--- config.mk ---
export PLATFORM = sky130hd
export DESIGN_NAME = exc_entry_ctrl
export DESIGN_NICKNAME = d
export VERILOG_FILES = /design/src/rtl/exc_entry_ctrl.sv
export SDC_FILE = /design/constraint.sdc
export NUM_CORES = 1
export LEC_CHECK = 0
export BUFFER_PORTS_ARGS = -buffer_cell sky130_fd_sc_hd__clkbuf_2
export CORE_MARGIN = 2
export CORE_UTILIZATION = 41
export CTS_CLUSTER_SIZE = 24
export DETAILED_ROUTE_END_ITERATION = 8
export PLACE_DENSITY = 0.68
export RECOVER_POWER = 50
export SYNTH_ARGS = -nofsm -noshare
export SYNTH_HDL_FRONTEND = slang
export SYNTH_SLANG_ARGS = --single-unit
export TNS_END_PERCENT = 100
--- constraint.sdc ---
create_clock -name clk -period 3.05 [get_ports clk]
set_input_delay 0.1525 -clock clk [delete_from_list [all_inputs] [get_ports clk]]
set_output_delay 0.1525 -clock clk [all_outputs]
set_load 0.05 [all_outputs]
--- src/rtl/exc_entry_ctrl.sv ---
module exc_entry_ctrl #(
  parameter int unsigned AW = 32,
  parameter int unsigned CW = 12,
  parameter int unsigned BL_BIT = 28,
  parameter int unsigned RB_BIT = 29,
  parameter int unsigned MD_BIT = 30,
  parameter logic [AW-1:0] RST_VEC = 32'hA000_0000,
  parameter logic [AW-1:0] OFS_GEN = 32'h0000_0100,
  parameter logic [AW-1:0] OFS_TLB = 32'h0000_0400,
  parameter logic [AW-1:0] OFS_IRQ = 32'h0000_0600
) (
  input  logic          clk,
  input  logic          rst_n,
  input  logic          rst_req,
  input  logic          exc_req,
  input  logic          exc_tlb,
  input  logic [CW-1:0] exc_code,
  input  logic          irq_req,
  input  logic [CW-1:0] irq_code,
  input  logic          rte_req,
  input  logic [AW-1:0] pc_in,
  input  logic          sr_we,
  input  logic [AW-1:0] sr_wdata,
  input  logic          vbr_we,
  input  logic [AW-1:0] vbr_wdata,
  output logic          redir_vld,
  output logic [AW-1:0] redir_pc,
  output logic [AW-1:0] sr_q,
  output logic [AW-1:0] spc_q,
  output logic [AW-1:0] ssr_q,
  output logic [AW-1:0] vbr_q,
  output logic [CW-1:0] exc_evt,
  output logic [CW-1:0] irq_evt
);

  localparam logic [AW-1:0] ONE = {{(AW-1){1'b0}}, 1'b1};
  localparam logic [AW-1:0] MODE_MASK = (ONE << BL_BIT) | (ONE << RB_BIT) | (ONE << MD_BIT);

  logic blk;
  logic take_exc, take_rte, take_irq, take_ent;
  logic [AW-1:0] target;

  assign blk      = sr_q[BL_BIT];
  assign take_exc = !rst_req && exc_req && !blk;
  assign take_rte = !rst_req && !take_exc && rte_req;
  assign take_irq = !rst_req && !take_exc && !rte_req && irq_req && !blk;
  assign take_ent = take_exc || take_irq;

  always_comb begin
    if (rst_req)       target = RST_VEC;
    else if (take_exc) target = vbr_q + (exc_tlb ? OFS_TLB : OFS_GEN);
    else if (take_rte) target = spc_q;
    else               target = vbr_q + OFS_IRQ;
  end

  always_ff @(posedge clk or negedge rst_n) begin
    if (!rst_n) begin
      sr_q      <= MODE_MASK;
      spc_q     <= '0;
      ssr_q     <= '0;
      vbr_q     <= '0;
      exc_evt   <= '0;
      irq_evt   <= '0;
      redir_vld <= 1'b0;
      redir_pc  <= '0;
    end else begin
      redir_vld <= rst_req || take_ent || take_rte;
      redir_pc  <= target;

      if (rst_req)       vbr_q <= '0;
      else if (vbr_we)   vbr_q <= vbr_wdata;

      if (rst_req)       sr_q <= MODE_MASK;
      else if (take_ent) sr_q <= sr_q | MODE_MASK;
      else if (take_rte) sr_q <= ssr_q;
      else if (sr_we)    sr_q <= sr_wdata;

      if (take_ent) begin
        spc_q <= pc_in;
        ssr_q <= sr_q;
      end

      if (rst_req)       exc_evt <= '0;
      else if (take_exc) exc_evt <= exc_code;

      if (take_irq)      irq_evt <= irq_code;
    end
  end

  a_r1_ctx_save: assert property (@(posedge clk) disable iff (!rst_n)
    $past(take_ent) |-> (spc_q == $past(pc_in)) && (ssr_q == $past(sr_q)));

  a_r2_mode_bits: assert property (@(posedge clk) disable iff (!rst_n)
    $past(take_ent) |-> ((sr_q & MODE_MASK) == MODE_MASK) &&
                        ((sr_q & ~MODE_MASK) == ($past(sr_q) & ~MODE_MASK)));

  a_r4_reset_vec: assert property (@(posedge clk) disable iff (!rst_n)
    $past(rst_req) |-> redir_vld && (redir_pc == RST_VEC) && (vbr_q == '0));

  a_r7_bl_mask: assert property (@(posedge clk) disable iff (!rst_n)
    $past(sr_q[BL_BIT] && !rst_req && !rte_req) |-> !redir_vld);

  a_r10_rte: assert property (@(posedge clk) disable iff (!rst_n)
    $past(rte_req && !rst_req && !(exc_req && !sr_q[BL_BIT])) |->
      redir_vld && (sr_q == $past(ssr_q)) && (redir_pc == $past(spc_q)));

  a_r9_idle: assert property (@(posedge clk) disable iff (!rst_n)
    $past(!rst_req && !exc_req && !irq_req && !rte_req) |-> !redir_vld);

endmodule

Word-level counts from Yosys, hierarchy flattened --
Cells that the tools add are included.
Cells by class: $add $sub $neg 2, eq/ne operators 1, mux-type cells 12, reductions and logical operators 19
Operators by type and width (count):
- 32-bit two-way mux | 9
- 32-bit by 11-bit adder with 32-bit output | 1
- 32-bit by 11-bit adder with 32-bit output (second input constant) | 1
- 12-bit two-way mux | 2
- 11-bit two-way mux | 1
- 1-bit logical AND | 7
- 1-bit logical NOT | 4
- 2-bit nonzero test | 2
- 4-bit nonzero test | 1
- 1-bit logical OR | 3
- 3-bit nonzero test | 1
- 2-bit != test (second input constant) | 1
- 2-bit AND reduction | 1
Word-level totals: register bits 185, input bits 129, output and inout bits 185

Longest topological paths before layout --
Gate-level depths: netlist of run 1.
depth in word-level cells 11, gate-level depth with buffers 8, mapped depth without buffers 8

Worst setup path before layout of run 1 --
Ideal clock, no wire load.
path type flip-flop to flip-flop, from register vbr_q[8], to register redir_pc[28], library setup time 0.101 ns, data arrival time 2.381 ns, required time 2.949 ns, setup slack 0.568 ns, stages on the path, launching flop included 8, path buffers 0, cell sequence dfrtp_1 > ha_1 > ha_1 > a21oi_1 > or3_4 > nor3_4 > mux2_2 > nor4_1
Between the ends: longest elaborated chain between the ends 4, elaborated cells between the ends (all ways) 5
RTL lines:
- start: declaration | RTL line 31 | output logic [AW-1:0] vbr_q,
- start signal: assignment | RTL line 71 | else if (vbr_we) vbr_q <= vbr_wdata;
- 32-bit by 11-bit adder with 32-bit output | RTL line 53 | else target = vbr_q + OFS_IRQ;
- 32-bit two-way mux | RTL line 52 | else if (take_rte) target = spc_q;
- 32-bit two-way mux * | RTL line 51 | else if (take_exc) target = vbr_q + (exc_tlb ? OFS_TLB : OFS_GEN);
- 32-bit two-way mux * | RTL line 50 | if (rst_req) target = RST_VEC;
- net target[28] | RTL line 41 | logic [AW-1:0] target;
- end signal: assignment | RTL line 68 | redir_pc <= target;
- end: declaration | RTL line 27 | output logic [AW-1:0] redir_pc,
Mark *: on every way through the listed nets, which the timed path passes. The rest lies on a longest branch. A chain may end at the register's enable or synchronous reset.

Worst setup path after layout of run 1 --
from register vbr_q[10], to register redir_pc[28]
Same word-level chain as after synthesis.

==> impl_metrics.ini, run 1 <==
[floorplanning]
start_util_pct = 42.0
die_h_um = 149
placeableCoreArea_sq_um = 20400
ioPinCount = 314
std_cell_rows = 52
die_area_sq_um = 22100
die_x_um = 149

[global_routing]
grt_max_degree = 127
overflow = 0
antenna_found_initial = 0
grt_pass1_vias = 7570
grt_use_total_pct = 23.9
grt_first_pass_wirelength_um = 40900

[layout]
final_net_count = 1280
insertedDiodeCount = 0
drive_gt1_share_pct = 28.1
area_growth_pct = 40.3
fin_area_sq_um = 12000

[synth]
synth-seq-cells = 185
yosys-top-cells-area = dfrtp_1 (53%), mux2_2 (10%), mux2i_1 (8.3%), nor2_1 (3.2%), o2bb2ai_1 (3.0%)
avgSynthCellArea_sq_um = 11.6
syn_nets = 873
synthAdderAreaFrac_pct = 0.583
synth-compound-area-share_pct = 10.0
synth_commonest_cells = dfrtp_1 (182), mux2_2 (76), nor2_1 (74), mux2i_1 (71), nand2_1 (54)
yosysTopAreaCell = dfrtp_1
synthFlopType = dfrtp_1
synth_xor_area_share_pct = 2.55
synth_cells = 740
synthMuxAreaShare_pct = 18.2
synth-seq-area-share_pct = 53.9
synth_edf_count = 0
syn_area_sq_um = 8590
yosys.area_share.simple_pct = 11.4
yosysMostFrequentCell = dfrtp_1
ys_warn_count = 0
yosys.area.top_type_share_pct = 53.0
async_flop_share_pct = 100
synth_cell_type_count = 60
synth_top_family_by_area = multiplexers

[setup_path]
path_class = flip-flop to flip-flop
cp_cell_sequence = ha_1 -> a21oi_1 -> or3_4 -> nor3_4 -> mux2_2 -> nor4_1
critPathMaxStageDelay_ps = 450
cp_max_fo = 6
reg2reg_slack_ps = 670
arrival_ps = 2710
slowest_stage = or3_4
critPathCaptureType = flip-flop
startpoint_type = flip-flop
cp.required_ps = 3380

[drt]
first_pass_iters = 5
antenna_left = 0
vias_per_cell = 5.21
wire_per_inst_um = 18.6
wirelength_um = 26600
route.vias.total = 7452
first_iter_violations = 266
drc_errors = 0

[power_and_ir_drop]
power_switching_mw = 3.53
worst_ir_drop_vdd_uv = 389
clkPwrFrac_pct = 27.6
power.internal_mw = 4.80
switching_share_pct = 42.4
sequentialPowerShare_pct = 38.6
p_comb_share_pct = 33.9
pwr_density_cell_nw_per_um2 = 691
p_leak_nw = 5.55

[sta]
maxSlewHeadroom_pct = -32.5
setup_tns_ps = 0
worst_slack_ps = 667
fmax_mhz = 420
fin_crit_sh_pct = 78.1
slew_violations = 152
finalSetupViolations = 0
period_minus_slack_ps = 2380
skew_ps = 12.0
rsz0062_at_grt = no
final_hold_viol_count = 0
worstMarginPinSlew_ps = 1990

[clock_network]
cts_resized = 0
clock_sinks = 185
cts_tree = done
cts_buffers = 17
cts_root_buffer = clkbuf_16
worstSkewPairLatency_ps = 440
htree_levels = 4
clk_pin_slew_ps = 80
clk_path_buf_depth = 2

[status]
outcome = finished with violations
violations = capacitance limit, slew limit

[run]
cap_violations = 2

[place]
portBuffers = 313
place.gp.congestion = 0.805
dpl.hpwl_um = 17500
placed_area_sq_um = 10500
dp_slack_ps = 709

[hold_path]
hp-class = input pin to flip-flop
## routing by layer
layer	GRT usage [%]	wire (um)
met1	29.4	11100
met2	41.1	13100
met3	6.42	1870
met4	7.62	487
met5	0	0
## stage by stage
stage / hold slack (ps) / utilization (%) / cells / power [mW]
finish: 21.1 / 59.0 / 1430 / 8.33
global route: 35.1 / 59.0 / 1430 / 8.67
CTS: 0.186 / 59.9 / 1430 / 8.48
detailed placement: 387 / 51.3 / 1284 / 6.04
global placement: 383 / 51.3 / 1284 / 6.00
floorplan: -143 / - / 740 / 5.21
## critical path: cells and delay by family (launching register included)
kind / cells / cell delay, ps
AOI/OAI and AO/OA: 1 / 170
adders and majority gates: 1 / 350
DFF: 1 / 440
muxes: 1 / 360
and+or+nand+nor: 3 / 960
## power groups by stage
| stage | Clock, mW | Combinational (mW) | Sequential [mW] |
|---|---|---|---|
| final | 2.30 | 2.82 | 3.21 |
| after detailed placement | 0 | 2.79 | 3.25 |
| after CTS | 2.36 | 2.91 | 3.21 |
| after floorplan | 0 | 0.641 | 4.57 |
| after global routing | 2.45 | 2.96 | 3.26 |
| after global placement | 0 | 2.76 | 3.24 |
## cells in the final DEF (no fill, tap or decap), drive strengths merged, types with 4 or more instances in the layout
cell / count
xor2: 11
mux2: 76
ha: 4
and3: 6
clkbuf: 332
dfrtp: 182
nand2: 54
buf: 16
dlygate4sd3: 114
nor3: 15
nand3: 9
inv: 17
a211oi: 16
a21oi: 28
nand2b: 5
nor2: 74
clkinv: 5
o2bb2ai: 29
nand4: 9
a2111oi: 7
mux2i: 71
o21ai: 12
nor4: 6
xnor2: 14
nor2b: 6
## layout make-up
class,count,area [sq um]
Timing Repair Buffer,444,2700
Clock inverter,14,175
Multi-Input combinational cell,489,3720
Sequential cell,185,4630
Fill cell,1746,8380
Clock buffer,18,439
Inverter,10,37.5
Tap cell,270,338
## worst paths after layout
check                                       from                      to  depth (start not counted)
max in group asynchronous                  rst_n   ssr_q[20]$_DFFE_PN0P_                          3
hold reg to reg             sr_q[20]$_DFFE_PN0P_    sr_q[20]$_DFFE_PN0P_                          1
min in group asynchronous                  rst_n   spc_q[16]$_DFFE_PN0P_                          2
hold / removal                      sr_wdata[27]    sr_q[27]$_DFFE_PN0P_                          3
setup / recovery           vbr_q[10]$_DFFE_PN0P_  redir_pc[28]$_DFF_PN0_                          6
setup reg to reg           vbr_q[10]$_DFFE_PN0P_  redir_pc[28]$_DFF_PN0_                          6
## sequential cells by signal, summed over array words and instances (netlist names)
signal	count
redir_pc	32
spc_q	32
sr_q	32
ssr_q	32
vbr_q	32
exc_evt	12
irq_evt	12
redir_vld	1
## cell families (layout without fill, tap and decap cells)
| family | after synthesis | after routing |
|---|---|---|
| simple gates | 197 | 197 |
| fa+ha+maj | 4 | 4 |
| mux | 147 | 147 |
| buf+inv | 66 | 486 |
| flops | 185 | 185 |
| xor+xnor | 25 | 25 |
| compound gates | 116 | 116 |
## what timing repair did
item / 4_1_cts / 5_1_grt
endpoints found under the hold margin: 232 / 0
setup buffers: 0 / 0
hold buffers: 114 / 0
No activity file was read; power rests on OpenSTA's default activity.
==> run 2, diff against run 1 <==
--- a/config.mk
+++ b/config.mk
@@ -10,7 +10,7 @@
 export CORE_UTILIZATION = 41
 export CTS_CLUSTER_SIZE = 24
 export DETAILED_ROUTE_END_ITERATION = 8
-export PLACE_DENSITY = 0.68
+export PLACE_DENSITY = 0.71
 export RECOVER_POWER = 50
 export SYNTH_ARGS = -nofsm -noshare
 export SYNTH_HDL_FRONTEND = slang
==> constraint.sdc (replaced) <==
create_clock -name clk -period 1.9 [get_ports clk]
set_input_delay 0.095 -clock clk [delete_from_list [all_inputs] [get_ports clk]]
set_output_delay 0.095 -clock clk [all_outputs]
set_load 0.05 [all_outputs]
==> run 2 against run 1 <==
Effect of this change:
- first-iteration DRC count is 6.0% higher
- largest power group unchanged
- fmax is 19% higher
- via count increased by 4.6%
- sequential power grew 60%
- sequential share of layout area fell by 2.6 points
- the run ends with capacitance limit, slew limit, setup timing left
- non-clock buffer count up 64
- final area grew 7.9%
- critical path type unchanged
==> impl_metrics.ini, run 2 (synthesized netlist as in run 1, its figures left out) <==
[power_and_ir_drop]
pwr_density_cell_nw_per_um2 = 1070
p_leak_nw = 6.17
switching_share_pct = 41.9
worst_ir_drop_vdd_uv = 693
power.internal_mw = 8.04
clkPwrFrac_pct = 27.9
power_mw = 13.8
sequentialPowerShare_pct = 37.2
p_comb_share_pct = 35.0
power_switching_mw = 5.81

[clock_network]
worstSkewPairLatency_ps = 430
clk_pin_slew_ps = 80
clock_sinks = 185
clk_path_buf_depth = 2
cts_root_buffer = clkbuf_16
htree_levels = 4
cts_buffers = 17
cts_tree = done

[floorplanning]
start_util_pct = 42.0
std_cell_rows = 52
placeableCoreArea_sq_um = 20400
ioPinCount = 314
die_h_um = 149
die_x_um = 149
die_area_sq_um = 22100

[sta]
worst_slack_ps = -98.7
worstMarginPinSlew_ps = 1530
rsz0062_at_grt = yes
fin_crit_sh_pct = 105
maxSlewHeadroom_pct = -1.69
period_minus_slack_ps = 2000
finalSetupViolations = 31
skew_ps = 11.0
final_hold_viol_count = 0
fmax_mhz = 500
slew_violations = 57

[layout]
fin_area_sq_um = 13000
final_net_count = 1344
area_growth_pct = 51.3
drive_gt1_share_pct = 40.9
mostFrequentLayoutCell = clkbuf_2
final_core_util_pct = 63.6
layout.cells.most_common_list = clkbuf_2 (258), dfrtp_1 (168), dlygate4sd3_1 (121)

[drt]
wirelength_um = 28100
first_pass_iters = 5
vias_per_cell = 5.21
drc_errors = 0
antenna_left = 0
wire_per_inst_um = 18.8
first_iter_violations = 282
route.vias.total = 7797

[place]
portBuffers = 313
dpl.hpwl_um = 19300
place.gp.congestion = 0.858
placed_area_sq_um = 11100

[setup_path]
critPathCaptureType = flip-flop
cp_max_fo = 7
startpoint_type = flip-flop
path_class = flip-flop to flip-flop
arrival_ps = 2310
cp.required_ps = 2210

[global_routing]
grt_use_total_pct = 25.6
grt_max_degree = 59
grt_pass1_vias = 8140
grt_first_pass_wirelength_um = 44000
antenna_found_initial = 1
overflow = 0

[status]
outcome = finished with violations
violations = capacitance limit, slew limit, setup timing

[hold_path]
hp-class = input pin to flip-flop

[run]
cap_violations = 1
==> run 2: area by class of cell <==
class                   instances  area (sq um)
clock inverters                15           226
fillers                      1617          7430
diodes                          2          5.00
clock buffers                  17           425
well taps                     270           338
repair buffers                508          3390
inverters                      10          37.5
flip-flops and latches        185          4660
multi-input cells             489          3920
==> run 2: through the flow <==
stage | hold WS (ps) | setup WS [ps] | setup TNS [ps] | std cells
finish | 65.4 | -98.7 | -359 | 1496
global route | 101 | -121 | -10720 | 1495
CTS | 49.5 | -29.8 | -63.2 | 1491
detailed placement | 110 | -89.9 | -231 | 1337
global placement | 114 | -34.4 | -48.8 | 1337
floorplan | -201 | -178 | -1050 | 740
==> run 2: worst paths after layout <==
kind	from	to	slack [ps]	cells after the start
hold / removal	exc_req	redir_vld$_DFF_PN0_	70	3
hold reg to reg	sr_q[17]$_DFFE_PN0P_	sr_q[17]$_DFFE_PN0P_	510	1
min in group asynchronous	rst_n	irq_evt[11]$_DFFE_PN0P_	570	2
max in group asynchronous	rst_n	sr_q[30]$_DFFE_PN1P_	180	3
setup / recovery	vbr_q[19]$_DFFE_PN0P_	redir_pc[29]$_DFF_PN0_	-100	6
setup reg to reg	vbr_q[19]$_DFFE_PN0P_	redir_pc[29]$_DFF_PN0_	-100	6
==> run 2: repair_timing <==
| item | in CTS | in global routing |
|---|---|---|
| gates resized for setup | 7 | 20 |
| pin swaps | 2 | 8 |
| buffers inserted | 1 | 2 |
| hold buffers | 121 | 0 |
| hold endpoints to repair | 173 | 0 |
| cloned | 0 | 1 |
| endpoints found under the setup margin | 11 | 17 |
==> run 2: worst max-delay path: stages (launching register included) <==
cell	delay, ps
dfrtp_1	540
nand4_1	240
nor4_4	360
buf_6	180
a21boi_2	50
o311a_1	280
a211o_1	230
==> run 2: power groups by stage <==
stage	sequential [mW]	combinational, mW	clock, mW
after floorplan	7.35	1.06	0
after CTS	5.13	4.88	3.93
final	5.15	4.85	3.86
after global routing	5.23	5.08	4.11
after global placement	5.18	4.61	0
after detailed placement	5.20	4.66	0
==> run 2: layer usage <==
metal	vias up	wire length (um)	track usage, %
li1	3582	-	-
met1	3837	11600	32.2
met2	329	13900	43.3
met3	49	1940	6.39
met4	0	706	8.95
met5	-	0	0
==> run 3, diff against run 2 <==
--- a/config.mk
+++ b/config.mk
@@ -5,6 +5,7 @@
 export SDC_FILE = /design/constraint.sdc
 export NUM_CORES = 1
 export LEC_CHECK = 0
+export ABC_AREA = 1
 export BUFFER_PORTS_ARGS = -buffer_cell sky130_fd_sc_hd__clkbuf_2
 export CORE_MARGIN = 2
 export CORE_UTILIZATION = 41
==> run 3 against run 2 <==
Effect of this change:
- the run now ends clean
- routed wire length grew 9.8%
- non-clock buffer count shrank 23
- clock-buffer cell count grew 1
- first-iteration DRC count grew 110%
- critical path depth grew 4
- final area shrank 2.4%
- sequential cell count is the same
- largest cell class unchanged
- highest routed layer unchanged
==> impl_metrics.ini, run 3 <==
[setup_path]
cpMostUsedCell = nor2_1
startpoint_type = flip-flop
cp_cell_sequence = inv_2 -> nand2_4 -> nor2_1 -> buf_4 -> inv_1 -> buf_12 -> o21ai_0 -> o21bai_1 -> nand2_1 -> nor2_1
reg2reg_slack_ps = 70
slowest_stage = dfstp_2
critPathCaptureType = flip-flop
cp_max_fo = 24
critPathMaxStageDelay_ps = 560
arrival_ps = 2120
cp.required_ps = 2190
path_class = flip-flop to flip-flop

[drt]
wl_met3_um = 2230
antenna_left = 0
route.met2.wl_um = 14800
drc_errors = 0
route.vias.total = 9233
drt-met1-wl_um = 12900
top_layer = met4
first_pass_iters = 5
wirelength_um = 30900
first_iter_violations = 585
wire_per_inst_um = 16.9
vias_per_cell = 5.05

[clock_network]
clk_pin_slew_ps = 70
cts_buffers = 17
htree_levels = 4
cts_tree = done
worstSkewPairLatency_ps = 430
clock_sinks = 185
clk_path_buf_depth = 2
cts_root_buffer = clkbuf_16

[synth]
synth_cells = 1093
synth-seq-cells = 185
yosys.area.top_type_share_pct = 51.8
async_flop_share_pct = 100
synthFlopType = dfrtp_1
synth_cell_type_count = 36
ys_warn_count = 0
synth_commonest_cells = nand2_1 (312), dfrtp_1 (182), o21ai_0 (121), inv_1 (113), nor2_1 (92)
yosysTopAreaCell = dfrtp_1
yosys-top-cells-area = dfrtp_1 (52%), nand2_1 (13%), o21ai_0 (6.9%), nand3_1 (4.8%), inv_1 (4.8%)
syn_nets = 1226
synth-seq-area-share_pct = 52.7
synth_edf_count = 0
syn_area_sq_um = 8790
avgSynthCellArea_sq_um = 8.04
yosysMostFrequentCell = nand2_1

[global_routing]
grt_use_total_pct = 27.8
grt_max_degree = 61
grt_pass1_vias = 9061
antenna_found_initial = 2
grt_first_pass_wirelength_um = 48500
overflow = 0

[sta]
fin_crit_sh_pct = 96.1
maxSlewHeadroom_pct = 27.3
slew_violations = 0
period_minus_slack_ps = 1830
final_hold_viol_count = 0
worstMarginPinSlew_ps = 1090
finalSetupViolations = 0
fmax_mhz = 548
skew_ps = 13.0
worst_slack_ps = 73.6
rsz0062_at_grt = yes

[layout]
instances_no_fill = 1830
drive_gt1_share_pct = 27.4
fill_cells = 1833
final_net_count = 1673
regArea_sq_um = 4640
mostFrequentLayoutCell = clkbuf_2
area_growth_pct = 44.3
layout.cells.most_common_list = clkbuf_2 (315), nand2_1 (311), dfrtp_1 (179)
multi_input_area_sq_um = 3410

[power_and_ir_drop]
power_mw = 14.7
p_leak_nw = 6.73
worst_ir_drop_vdd_uv = 756
switching_share_pct = 45.8
p_comb_share_pct = 39.1
power_switching_mw = 6.72
pwr_density_cell_nw_per_um2 = 1160
sequentialPowerShare_pct = 36.1
clkPwrFrac_pct = 24.8
power.internal_mw = 7.97

[place]
dp_slack_ps = -24.6
dpl.hpwl_um = 22100
place_inst = 1675
portBuffers = 313
place.gp.congestion = 0.970

[run]
cap_violations = 0

[floorplanning]
ioPinCount = 314
die_x_um = 150
die_h_um = 150
std_cell_rows = 53
placeableCoreArea_sq_um = 21000
die_area_sq_um = 22600
start_util_pct = 41.8

[status]
outcome = complete, no violations

[hold_path]
hp-class = input pin to flip-flop
==> run 3: changes by cell type in the layout (fill, tap and decap cells not counted), moves of 15 or more <==
cell | before | now
nor2_1 | 68 | 88
nand2_1 | 54 | 311
mux2_2 | 75 | 0
a211oi_1 | 15 | 0
o2bb2ai_1 | 29 | 0
mux2i_1 | 71 | 0
o211ai_1 | 0 | 18
clkbuf_1 | 61 | 2
o21ai_0 | 11 | 119
o21ai_1 | 0 | 25
nand3_1 | 9 | 84
clkbuf_2 | 258 | 315
inv_1 | 8 | 112
==> run 3: cell type report <==
class | count | share of cell area, %
Antenna cell | 2 | 0.0394
Clock buffer | 18 | 3.46
Clock inverter | 14 | 1.24
Inverter | 120 | 3.63
Multi-Input combinational cell | 731 | 26.9
Sequential cell | 185 | 36.5
Tap cell | 275 | 2.71
Timing Repair Buffer | 485 | 25.5
==> run 3: cells by family (layout without fill, tap and decap cells) <==
family	count (synthesis)	after routing	share of synthesized area, %
buffers and inverters	177	637	8.92
AND/OR/NAND/NOR	507	507	23.9
XOR/XNOR	3	3	0.299
adder cells (fa/ha/maj)	4	4	0.569
flip-flops	185	185	52.7
AO/OA/AOI/OAI	217	217	13.6
other	0	2	0
==> run 3: stage by stage <==
stage | util [%] | hold WS [ps] | TNS [ps] | instance area (sq um)
4_1_cts | 60.4 | 0.123 | 0 | 12700
6_report | 60.4 | 9.33 | 0 | 12700
3_5_place_dp | 51.8 | 137 | -24.6 | 10900
2_1_floorplan | - | -201 | 0 | 8800
5_1_grt | 60.4 | 34.3 | -70.3 | 12700
3_3_place_gp | 51.8 | 133 | -35.9 | 10900
==> run 3: power by group through the flow <==
stage / logic, mW / registers (mW) / clock network (mW)
final: 5.75 / 5.30 / 3.64
after global routing: 6.09 / 5.40 / 3.87
after CTS: 5.76 / 5.29 / 3.70
after detailed placement: 5.55 / 5.34 / 0
after floorplan: 1.18 / 8.01 / 0
after global placement: 5.50 / 5.35 / 0
==> run 3: worst paths after layout <==
| path | from | to | cells past startpoint |
|---|---|---|---|
| max reg2reg | sr_q[28]$_DFFE_PN1P_ | redir_pc[24]$_DFF_PN0_ | 10 |
| min | sr_wdata[11] | sr_q[11]$_DFFE_PN0P_ | 3 |
| min reg2reg | irq_evt[7]$_DFFE_PN0P_ | irq_evt[7]$_DFFE_PN0P_ | 2 |
| max | sr_q[28]$_DFFE_PN1P_ | redir_pc[24]$_DFF_PN0_ | 10 |
| min in group asynchronous | rst_n | vbr_q[18]$_DFFE_PN0P_ | 2 |
| max in group asynchronous | rst_n | ssr_q[30]$_DFFE_PN0P_ | 3 |
==> run 3: critical path: cells and delay by family (launching register included) <==
kind	cells	cell delay, ps
AOI/OAI and AO/OA	2	340
buffers and inverters	4	530
DFF	1	560
and+or+nand+nor	4	260
==> run 3: timing repair <==
| item | CTS | global route |
|---|---|---|
| pin swaps | 0 | 3 |
| resized for setup | 1 | 15 |
| endpoints found under the hold margin | 172 | 0 |
| buffers inserted | 0 | 1 |
| hold buffers | 120 | 0 |
| endpoints found under the setup margin | 1 | 40 |
==> run 3: routing by layer <==
metal,track usage (%),vias up
met5,0,-
met4,9.67,0
met3,6.39,68
met2,45.7,416
met1,36.1,4347
li1,-,4402
